**src/rtl/decdiv_pkg.sv**
```systemverilog
package decdiv_pkg;
  // Strobes from control to datapath
  typedef struct packed {
    logic load;   // reload every digit from the divisor
    logic count;  // step enable into the units digit
  } divStrobe_t;
endpackage

```
**src/rtl/decade_stage.sv**
```systemverilog
module decade_stage #(
  parameter int DIGIT_W = 4
) (
  input  logic               clk,
  input  logic               rstN,
  input  logic               stepIn,
  input  logic               loadEn,
  input  logic [DIGIT_W-1:0] loadVal,
  output logic [DIGIT_W-1:0] digit,
  output logic               isZero
);
  localparam logic [DIGIT_W-1:0] TOP_DIGIT = DIGIT_W'(9);

  assign isZero = (digit == '0);

  always_ff @(posedge clk) begin
    if (!rstN) begin
      digit <= '0;
    end else if (loadEn) begin
      digit <= loadVal;
    end else if (stepIn) begin
      digit <= isZero ? TOP_DIGIT : digit - DIGIT_W'(1);
    end
  end
endmodule

```
**src/rtl/decdiv_datapath.sv**
```systemverilog
module decdiv_datapath
  import decdiv_pkg::*;
#(
  parameter int NUM_DIGITS = 3,
  parameter int DIGIT_W    = 4
) (
  input  logic                          clk,
  input  logic                          rstN,
  input  divStrobe_t                    strobe,
  input  logic [NUM_DIGITS*DIGIT_W-1:0] divisor,
  output logic [NUM_DIGITS*DIGIT_W-1:0] countVal,
  output logic                          atOne,
  output logic                          atZero,
  output logic                          divisorZero
);
  localparam int TOT_W = NUM_DIGITS * DIGIT_W;

  logic [NUM_DIGITS-1:0] digitZero;
  logic [NUM_DIGITS-1:0] borrow;

  assign borrow[0] = strobe.count;

  for (genvar i = 0; i < NUM_DIGITS; i++) begin : g_digit
    decade_stage #(.DIGIT_W(DIGIT_W)) u_stage (
      .clk     (clk),
      .rstN    (rstN),
      .stepIn  (borrow[i]),
      .loadEn  (strobe.load),
      .loadVal (divisor[i*DIGIT_W +: DIGIT_W]),
      .digit   (countVal[i*DIGIT_W +: DIGIT_W]),
      .isZero  (digitZero[i])
    );
    if (i < NUM_DIGITS - 1) begin : g_chain
      // next digit steps only when all lower digits sit at zero
      assign borrow[i+1] = borrow[i] & digitZero[i];
    end
  end

  assign atZero      = &digitZero;
  assign atOne       = (&digitZero[NUM_DIGITS-1:1]) &&
                       (countVal[DIGIT_W-1:0] == DIGIT_W'(1));
  assign divisorZero = (divisor == TOT_W'(0));
endmodule

```
**src/rtl/decdiv_control.sv**
```systemverilog
module decdiv_control
  import decdiv_pkg::*;
(
  input  logic       clk,
  input  logic       rstN,
  input  logic       atOne,
  input  logic       atZero,
  input  logic       divisorZero,
  output divStrobe_t strobe,
  output logic       pulse
);
  always_comb begin
    strobe.count = 1'b1;
    strobe.load  = atOne | atZero;
  end

  always_ff @(posedge clk) begin
    if (!rstN) begin
      pulse <= 1'b0;
    end else begin
      pulse <= strobe.load & ~divisorZero;
    end
  end
endmodule

```
**src/rtl/decade_divider.sv**
```systemverilog
module decade_divider
  import decdiv_pkg::*;
#(
  parameter int NUM_DIGITS = 3,
  parameter int DIGIT_W    = 4
) (
  input  logic                          clk,
  input  logic                          rstN,
  input  logic [NUM_DIGITS*DIGIT_W-1:0] divisorBcd,
  output logic                          pulseOut
);
  localparam int TOT_W = NUM_DIGITS * DIGIT_W;

  divStrobe_t       strobe;
  logic [TOT_W-1:0] countBcd;
  logic             atOne;
  logic             atZero;
  logic             divisorZero;

  decdiv_control u_ctrl (
    .clk         (clk),
    .rstN        (rstN),
    .atOne       (atOne),
    .atZero      (atZero),
    .divisorZero (divisorZero),
    .strobe      (strobe),
    .pulse       (pulseOut)
  );

  decdiv_datapath #(.NUM_DIGITS(NUM_DIGITS), .DIGIT_W(DIGIT_W)) u_dp (
    .clk         (clk),
    .rstN        (rstN),
    .strobe      (strobe),
    .divisor     (divisorBcd),
    .countVal    (countBcd),
    .atOne       (atOne),
    .atZero      (atZero),
    .divisorZero (divisorZero)
  );
endmodule

```
**config.mk**
```make
export PLATFORM = sky130hd
export DESIGN_NAME = decade_divider
export DESIGN_NICKNAME = d
export VERILOG_FILES = /design/src/rtl/decdiv_pkg.sv /design/src/rtl/decade_stage.sv /design/src/rtl/decdiv_datapath.sv /design/src/rtl/decdiv_control.sv /design/src/rtl/decade_divider.sv
export SDC_FILE = /design/constraint.sdc
export NUM_CORES = 1
export LEC_CHECK = 0
export BUFFER_PORTS_ARGS = -buffer_cell sky130_fd_sc_hd__buf_2
export CAP_MARGIN = 20
export CORE_MARGIN = 10
export CORE_UTILIZATION = 45
export CTS_CLUSTER_DIAMETER = 200
export DETAILED_ROUTE_END_ITERATION = 10
export GPL_ROUTABILITY_DRIVEN = 0
export HOLD_SLACK_MARGIN = 0.02
export PLACE_DENSITY = 0.68
export SLEW_MARGIN = 15
export SYNTH_ARGS = -nofsm -noshare
export SYNTH_HDL_FRONTEND = slang
export SYNTH_SLANG_ARGS = --single-unit
```
**constraint.sdc**
```tcl
create_clock -name clk -period 1.9 [get_ports clk]
set_clock_uncertainty 0.1 [all_clocks]
set_input_delay 0 -clock clk [delete_from_list [all_inputs] [get_ports clk]]
set_output_delay 0 -clock clk [all_outputs]
set_load 0.005 [all_outputs]
```
# Word level (Yosys, flattened, before mapping)
# Cells that the tools add are included.
word_totals:
  regBits: 13
  output_inout_bits: 1
  in_bits: 14
  word_cells: 29
classes:
  n_reduce_logical: 9
  bitwise_logic: 4
  n_mux: 8
  addsub: 3
  n_eq_ne: 1
op_table:
  columns: ["operator", "count"]
  rows:
  - ["two-way mux 4 bit", 8]
  - ["logical NOT 12 bit", 1]
  - ["logical NOT 4 bit", 3]
  - ["subtractor 4 x 1 -> 4 bit (second input constant)", 3]
  - ["equality test 4 x 1 -> 1 bit (second input constant)", 1]
  - ["nonzero test 2 bit", 2]
  - ["AND reduction 3 bit", 1]
  - ["AND 1 bit", 2]
  - ["AND reduction 2 bit", 1]
  - ["logical AND 1 bit", 1]
  - ["inverter 1 bit", 1]
  - ["OR 1 bit", 1]

# Depth between registers and ports, before layout
# Gate-level depths: netlist of run 1.
logic_depth:
  ltp_word: 5
  mapped_depth: 5
  mapped_depth_nobuf: 4

# Cells and area by module
# Synthesis of run 1 repeated with hierarchy kept, for this count alone.
unflattened:
  hier_cells: 83
  area_unflattened_um2: 709.4
by_module_without_submodules:
  columns: ["mod", "n_inst", "seq_area_each_um2", "cells_per_inst", "area_each_um2"]
  rows:
  - ["decade_stage", 3, 80.1, 23, 201.4]
  - ["decdiv_datapath", 1, 0.0, 9, 58.8]
  - ["decdiv_control", 1, 20.0, 5, 46.3]

# Worst setup path after synthesis of run 1
# No wires, ideal clock.
synth_path:
  path_type: "reg-to-reg"
  start: "register u_dp.g_digit[0].u_stage.digit[1]"
  end: "register u_dp.g_digit[2].u_stage.digit[3]"
  setup_ns: 0.132
  t_arrival_ns: 1.700
  period_less_slack_ns: 1.932
  n_path_buf: 1
  stages_incl_launch_ff: 6
  t_required_ns: 1.668
  setup_slack_ns: -0.032
  cell_sequence: "dfxtp_1 or4_1 buf_2 or3_2 o31ai_1 a21oi_1"
synth_between:
  elab_chain_cells: 4
  word_cells_on_any_way: 8
  classes_between: "1 x eq/ne; 1 x mux; 2 x bitwise; 4 x reduce/logical"
synth_lines:
  columns: ["element", "line", "rtl"]
  rows:
  - ["start: declaration", "decade_stage.sv:9", "output logic [DIGIT_W-1:0] digit,"]
  - ["start signal: assignment", "decade_stage.sv:20", "digit <= loadVal;"]
  - ["start signal: assignment", "decade_stage.sv:22", "digit <= isZero ? TOP_DIGIT : digit - DIGIT_W'(1);"]
  - ["logical NOT 4 bit / equality test 4 x 1 -> 1 bit (equally long branches)", "decade_stage.sv:14, decdiv_datapath.sv:41", null]
  - ["AND reduction 3 bit / logical AND 1 bit (equally long branches)", "decdiv_datapath.sv:39, decdiv_datapath.sv:40", null]
  - ["OR 1 bit", "decdiv_control.sv:14", "strobe.load = atOne | atZero;"]
  - ["two-way mux 4 bit / nonzero test 2 bit (equally long branches)", null, null]
  - ["end signal: assignment", "decade_stage.sv:20", null]
  - ["end signal: assignment", "decade_stage.sv:22", null]
  - ["end: declaration", "decade_stage.sv:9", null]
# Several ways; a longest one is shown, not always the timed one.
# A chain may end at the register's enable or synchronous reset.

# Worst setup path in the final report of run 1
layout_path:
  start: "register u_dp.g_digit[0].u_stage.digit[1]"
  end: "register u_dp.g_digit[1].u_stage.digit[1]"
layout_between:
  elab_chain_cells: 4
  word_cells_on_any_way: 7
  classes_between: "1 x eq/ne; 1 x mux; 1 x bitwise; 4 x reduce/logical"
layout_lines:
  columns: ["element", "line"]
  rows:
  - ["logical NOT 4 bit / equality test 4 x 1 -> 1 bit (equally long branches)", "decade_stage.sv:14, decdiv_datapath.sv:41"]
  - ["AND reduction 3 bit / logical AND 1 bit (equally long branches)", "decdiv_datapath.sv:39, decdiv_datapath.sv:40"]
  - ["OR 1 bit", "decdiv_control.sv:14"]
  - ["two-way mux 4 bit / nonzero test 2 bit (equally long branches)", null]
  - ["end signal: assignment", "decade_stage.sv:20"]
  - ["end signal: assignment", "decade_stage.sv:22"]
  - ["end: declaration", "decade_stage.sv:9"]
# Several ways; a longest one is shown, not always the timed one.

==> flow_summary.ini, run 1 <==
[run_status]
status = finished, final reports clean

[synthesis]
ys_top_cells_by_count = 13 x dfxtp_1, 10 x nor2_1, 7 x nand2_1, 6 x nor4_1, 5 x nor3_1
synth_nets = 93
syn_area_sq_um = 646
synth_area_per_cell_sq_um = 8.17
synth_top_area_share_pct = 40.3
synth_area_leader_cell = dfxtp_1
synthArstFlopShare_pct = 0
synth_ff_type = dfxtp_1
yosys_warnings = 0
synth-seq-area-share_pct = 40.3
synth_edf_count = 0
synth.most_common_cell = dfxtp_1
synth_cells = 79
synth_top_cells_by_area = dfxtp_1 40%, nor2_1 5.8%, nor4_1 5.8%
synth_seq_cells = 13
synth_cell_types = 29

[setup_path]
crit_path_cell_trace = or4_4 > or4_1 > a311oi_1
worstSetupEndpointType = flip-flop
worstSetupPathType = flip-flop to flip-flop
cp_slowest_stage_delay_ps = 550
cp_max_fo = 4
critical_path_arrival_ps = 1860
critPathSlowestCell = or4_4
worst_ep_required_time_ps = 2000
cp-start-kind = flip-flop

[floorplanning]
num_rows = 13
ios = 15
dieHeight_um = 57.9
core-area_sq_um = 1330
die_w_um = 57.9
dieArea_sq_um = 3350
start_util_pct = 48.4

[route]
finalWirelength_um = 1980
drtAntennaViolNets = 0
first_iter_violations = 25
wl_per_cell_um = 15.4
vias_per_cell = 6.02
vias = 771
drc = 0
drtPass1Iterations = 4

[power_and_ir_drop]
p_int_uw = 993
clkPwrFrac_pct = 9.8
powerDensity_nw_per_um2 = 1840
p_switching_uw = 747
p_sw_share_pct = 42.9
power_frac_seq_pct = 29.9
ir_drop_mv = 1.26
leakage_nw = 0.385
pwr-share-comb_pct = 60.3

[place]
dp_slack_ps = 56.5
port_buffers = 14
placed_cells = 113
dpl.hpwl_um = 1350

[global_route]
antenna_found_initial = 0
grt-ovfl-total = 0
grt_pass1_wl_um = 3170
grt_start_max_net_pins = 14
grt_pass1_vias = 699
grt_util_all_layers_pct = 11.7

[sta]
fin_crit_ps = 1760
setup_slack_ps = 136
slew_violations = 0
fmax_mhz = 567
fin_crit_sh_pct = 92.8
finalHoldViolCount = 0
finalSetupViolCount = 0
rsz0062_at_grt = no
tightest_slew_ps = 516
relSlewSlack_pct = 65.3
tns_ps = 0

[cells_and_area]
regArea_sq_um = 260
antenna_cells = 0
drive_above_1_share_pct = 28.3
fill_cells = 101
layout.cells.non_filler = 128
fin_nets = 128
multiInputGateArea_sq_um = 390
areaGrowthSynthToFinish_pct = 46.1

[clock_network]
cts_tree = yes
clk_latency_ps = 280
clkSinkCount = 13
cts_root_buf = clkbuf_4
clock_path_buffers = 2
cts_buffers = 3
post_cts_buffers = 0
path_clk_slew_ps = 80
htree_levels = 1

[hold_path]
hold_path.class = input port to flip-flop

[flow_run]
cap_violations = 0
==> stage by stage <==
step           utilization (%)  hold WS, ps  instance area [sq um]  total power [mW]
6_report                  70.7         41.4                    943              1.74
5_1_grt                   70.7         40.9                    943              1.90
4_1_cts                   68.9         39.6                    918              1.65
3_5_place_dp              58.6          172                    782              1.46
3_3_place_gp              58.6          158                    782              1.45
2_1_floorplan                -         40.5                    646              1.11
==> state kept, by name, summed over array words and instances, names as in the netlist <==
signal                      cells
u_dp.g_digit.u_stage.digit     12
u_ctrl.pulse                    1
==> layout make-up <==
cell class,count,share of cell area [%]
multi-input combinational,61,41.4
sequential,13,27.6
timing repair buffer,33,25.5
clock buffer,4,2.79
tap,15,1.99
inverter,2,0.796
==> path summary, 6_finish.rpt <==
path                                                        from                               end  slack [ps]  cells after the start
worst max register to register  u_dp.g_digit[0].u_stage.digit[1]  u_dp.g_digit[1].u_stage.digit[1]         140                      3
worst min register to register  u_dp.g_digit[2].u_stage.digit[1]  u_dp.g_digit[2].u_stage.digit[1]         410                      2
worst min-delay path                               divisorBcd[8]  u_dp.g_digit[2].u_stage.digit[0]          40                      4
worst max-delay path            u_dp.g_digit[0].u_stage.digit[1]  u_dp.g_digit[1].u_stage.digit[1]         140                      3
==> worst max-delay path: cells and delay by family, from the launching register on <==
family             cells  cell delay [ps]
and+or+nand+nor        2             1020
DFF                    1              310
AOI/OAI and AO/OA      1              250
==> layout by cell type (no fill, tap or decap), types with 2 or more instances in the layout <==
master	netlist	final
a211oi_1	2	2
a21oi_1	4	4
a311oi_1	3	3
buf_2	1	14
buf_4	0	8
clkbuf_4	0	3
dfxtp_1	13	13
dlygate4sd3_1	0	11
inv_1	2	2
nand2_1	7	7
nor2_1	10	10
nor3_1	5	5
nor4_1	6	4
nor4_2	0	2
o21ai_0	4	4
or3_1	2	2
==> routing by layer <==
layer / vias up / part of all wire, % / track usage (%)
met3: 5 / 8.1 / 5.23
met4: 0 / 1.5 / 3.02
li1: 375 / - / -
met2: 32 / 48 / 19.2
met1: 359 / 42 / 13.6
met5: - / 0 / 0
==> logic make-up (layout without fill, tap and decap cells) <==
family,after synthesis,in the layout,share of synthesized area [%]
multiplexers,1,1,1.55
flip-flops,13,13,40.3
buffers and inverters,5,39,3.10
AO/OA/AOI/OAI,20,20,21.1
XOR/XNOR,1,1,1.36
AND/OR/NAND/NOR,39,39,32.6
==> power groups by stage <==
stage	combinational [mW]	clock [mW]	sequential [mW]
floorplan	0.606	0	0.504
global placement	0.943	0	0.502
detailed placement	0.957	0	0.504
CTS	0.979	0.174	0.498
global route	1.17	0.192	0.540
finish	1.05	0.170	0.520
==> timing repair <==
item                       CTS  global route
setup endpoints to repair    0             5
gates resized for setup      0             5
hold buffers                11             0
hold endpoints to repair    11             0
No activity file was read; power rests on OpenSTA's default activity.
==> inputs of run 2 (changes only) <==
Settings changed: BUFFER_PORTS_ARGS -buffer_cell sky130_fd_sc_hd__buf_2 to default, DONT_BUFFER_PORTS from default to 1, PLACE_DENSITY 0.68 to 0.59, REMOVE_ABC_BUFFERS from default to 1.
==> run 2 against run 1 <==
- global-route usage about the same
- die area did not move
- highest routed layer unchanged
- clock-buffer cell count stayed put
- critical path type unchanged
==> flow_summary.ini, run 2 (same netlist as run 1, synthesis figures left out) <==
[clock_network]
clkSinkCount = 13
clock_path_buffers = 2
cts_buffers = 3
post_cts_buffers = 0
path_clk_slew_ps = 90
htree_levels = 1
cts_tree = yes
cts_root_buf = clkbuf_4
clk_latency_ps = 270

[sta]
tightest_slew_ps = 466
whs_ps = 106
finalSetupViolCount = 0
fin_crit_ps = 1870
fin_crit_sh_pct = 98.3
setup_slack_ps = 32.2
slew_violations = 0
fmax_mhz = 535
relSlewSlack_pct = 68.7
finalHoldViolCount = 0

[route]
finalWirelength_um = 1970
wl_per_cell_um = 16.8
vias = 698
drtAntennaViolNets = 0
drc = 0
drtPass1Iterations = 5
first_iter_violations = 26
vias_per_cell = 5.97

[hold_path]
hold_path.class = input port to flip-flop

[power_and_ir_drop]
finalPower_mw = 1.70
powerDensity_nw_per_um2 = 1900
ir_drop_mv = 1.06
leakage_nw = 0.340

[floorplanning]
start_util_pct = 48.4
dieArea_sq_um = 3350
die_w_um = 57.9
num_rows = 13
core-area_sq_um = 1330
dieHeight_um = 57.9
ios = 15

[global_route]
antenna_found_initial = 0
grt-ovfl-total = 0
grt_start_max_net_pins = 14
grt_pass1_wl_um = 3150
grt_pass1_vias = 701
grt_util_all_layers_pct = 11.7

[cells_and_area]
fin_nets = 117
drive_above_1_share_pct = 16.7
areaGrowthSynthToFinish_pct = 38.4
largest_register_ffs = 12
top_register = u_dp.g_digit.u_stage.digit
antenna_cells = 0
layout_commonest_cell = dlygate4sd3_1
reg_top3 = u_dp.g_digit.u_stage.digit (12), u_ctrl.pulse (1)
layout_common_cells = 14 x dlygate4sd3_1, 13 x dfxtp_1, 10 x nor2_1
final_design_area_no_fill_sq_um = 893

[run_status]
status = finished, final reports clean

[setup_path]
worst_ep_required_time_ps = 1940
critical_path_arrival_ps = 1910
r2r_setup_slack_ps = 30
cp-start-kind = flip-flop
cp_max_fo = 5
worstSetupPathType = flip-flop to flip-flop
worstSetupEndpointType = flip-flop

[place]
place_area_sq_um = 712
port_buffers = 0
dpl.hpwl_um = 1370
dp_slack_ps = 17.7

[flow_run]
cap_violations = 0
run 2: final timing paths:
kind,from,endpoint,cells past startpoint
worst min-delay path,divisorBcd[6],u_dp.g_digit[1].u_stage.digit[2],4
worst min register to register,u_dp.g_digit[2].u_stage.digit[1],u_dp.g_digit[2].u_stage.digit[1],2
worst max register to register,u_dp.g_digit[0].u_stage.digit[1],u_dp.g_digit[2].u_stage.digit[3],4
worst max-delay path,u_dp.g_digit[0].u_stage.digit[1],u_dp.g_digit[2].u_stage.digit[3],4
run 2: what timing repair did:
| action | CTS | global route |
|---|---|---|
| hold buffers | 14 | 0 |
| setup endpoints to repair | 0 | 3 |
| hold endpoints to repair | 13 | 0 |
| gates resized for setup | 0 | 3 |
run 2: area by class of cell:
type,count,area (sq um)
clock buffers,4,26.3
fillers,112,440
inverters,2,7.51
multi-input cells,61,380
flip-flops and latches,13,260
well taps,15,18.8
repair buffers,22,200
run 2: metal layers:
metal	up-vias	part of all wire, %	global-route usage, %
met2	11	55	21.6
li1	349	-	-
met3	2	3.2	3.05
met1	336	41	12.3
met5	-	0	0
met4	0	0.66	4.03
run 2: critical path, stage by stage, from the launching register on:
cell	delay [ps]
dfxtp_1	320
or4_4	560
or3_2	460
o31ai_2	220
a21oi_1	90
run 2: metrics by stage:
stage | utilization, % | std cells | setup TNS [ps]
2_1_floorplan | - | 76 | -22.6
3_3_place_gp | 53.4 | 99 | 0
3_5_place_dp | 53.4 | 99 | 0
4_1_cts | 65.9 | 117 | 0
5_1_grt | 67.0 | 117 | -42.2
6_report | 67.0 | 117 | 0
run 2: where the power goes:
part	internal (mW)	total [mW]	switching, mW
combinational	0.481	1.01	0.529
sequential	0.400	0.520	0.121
clock	0.0812	0.172	0.0909
total	0.962	1.70	0.740
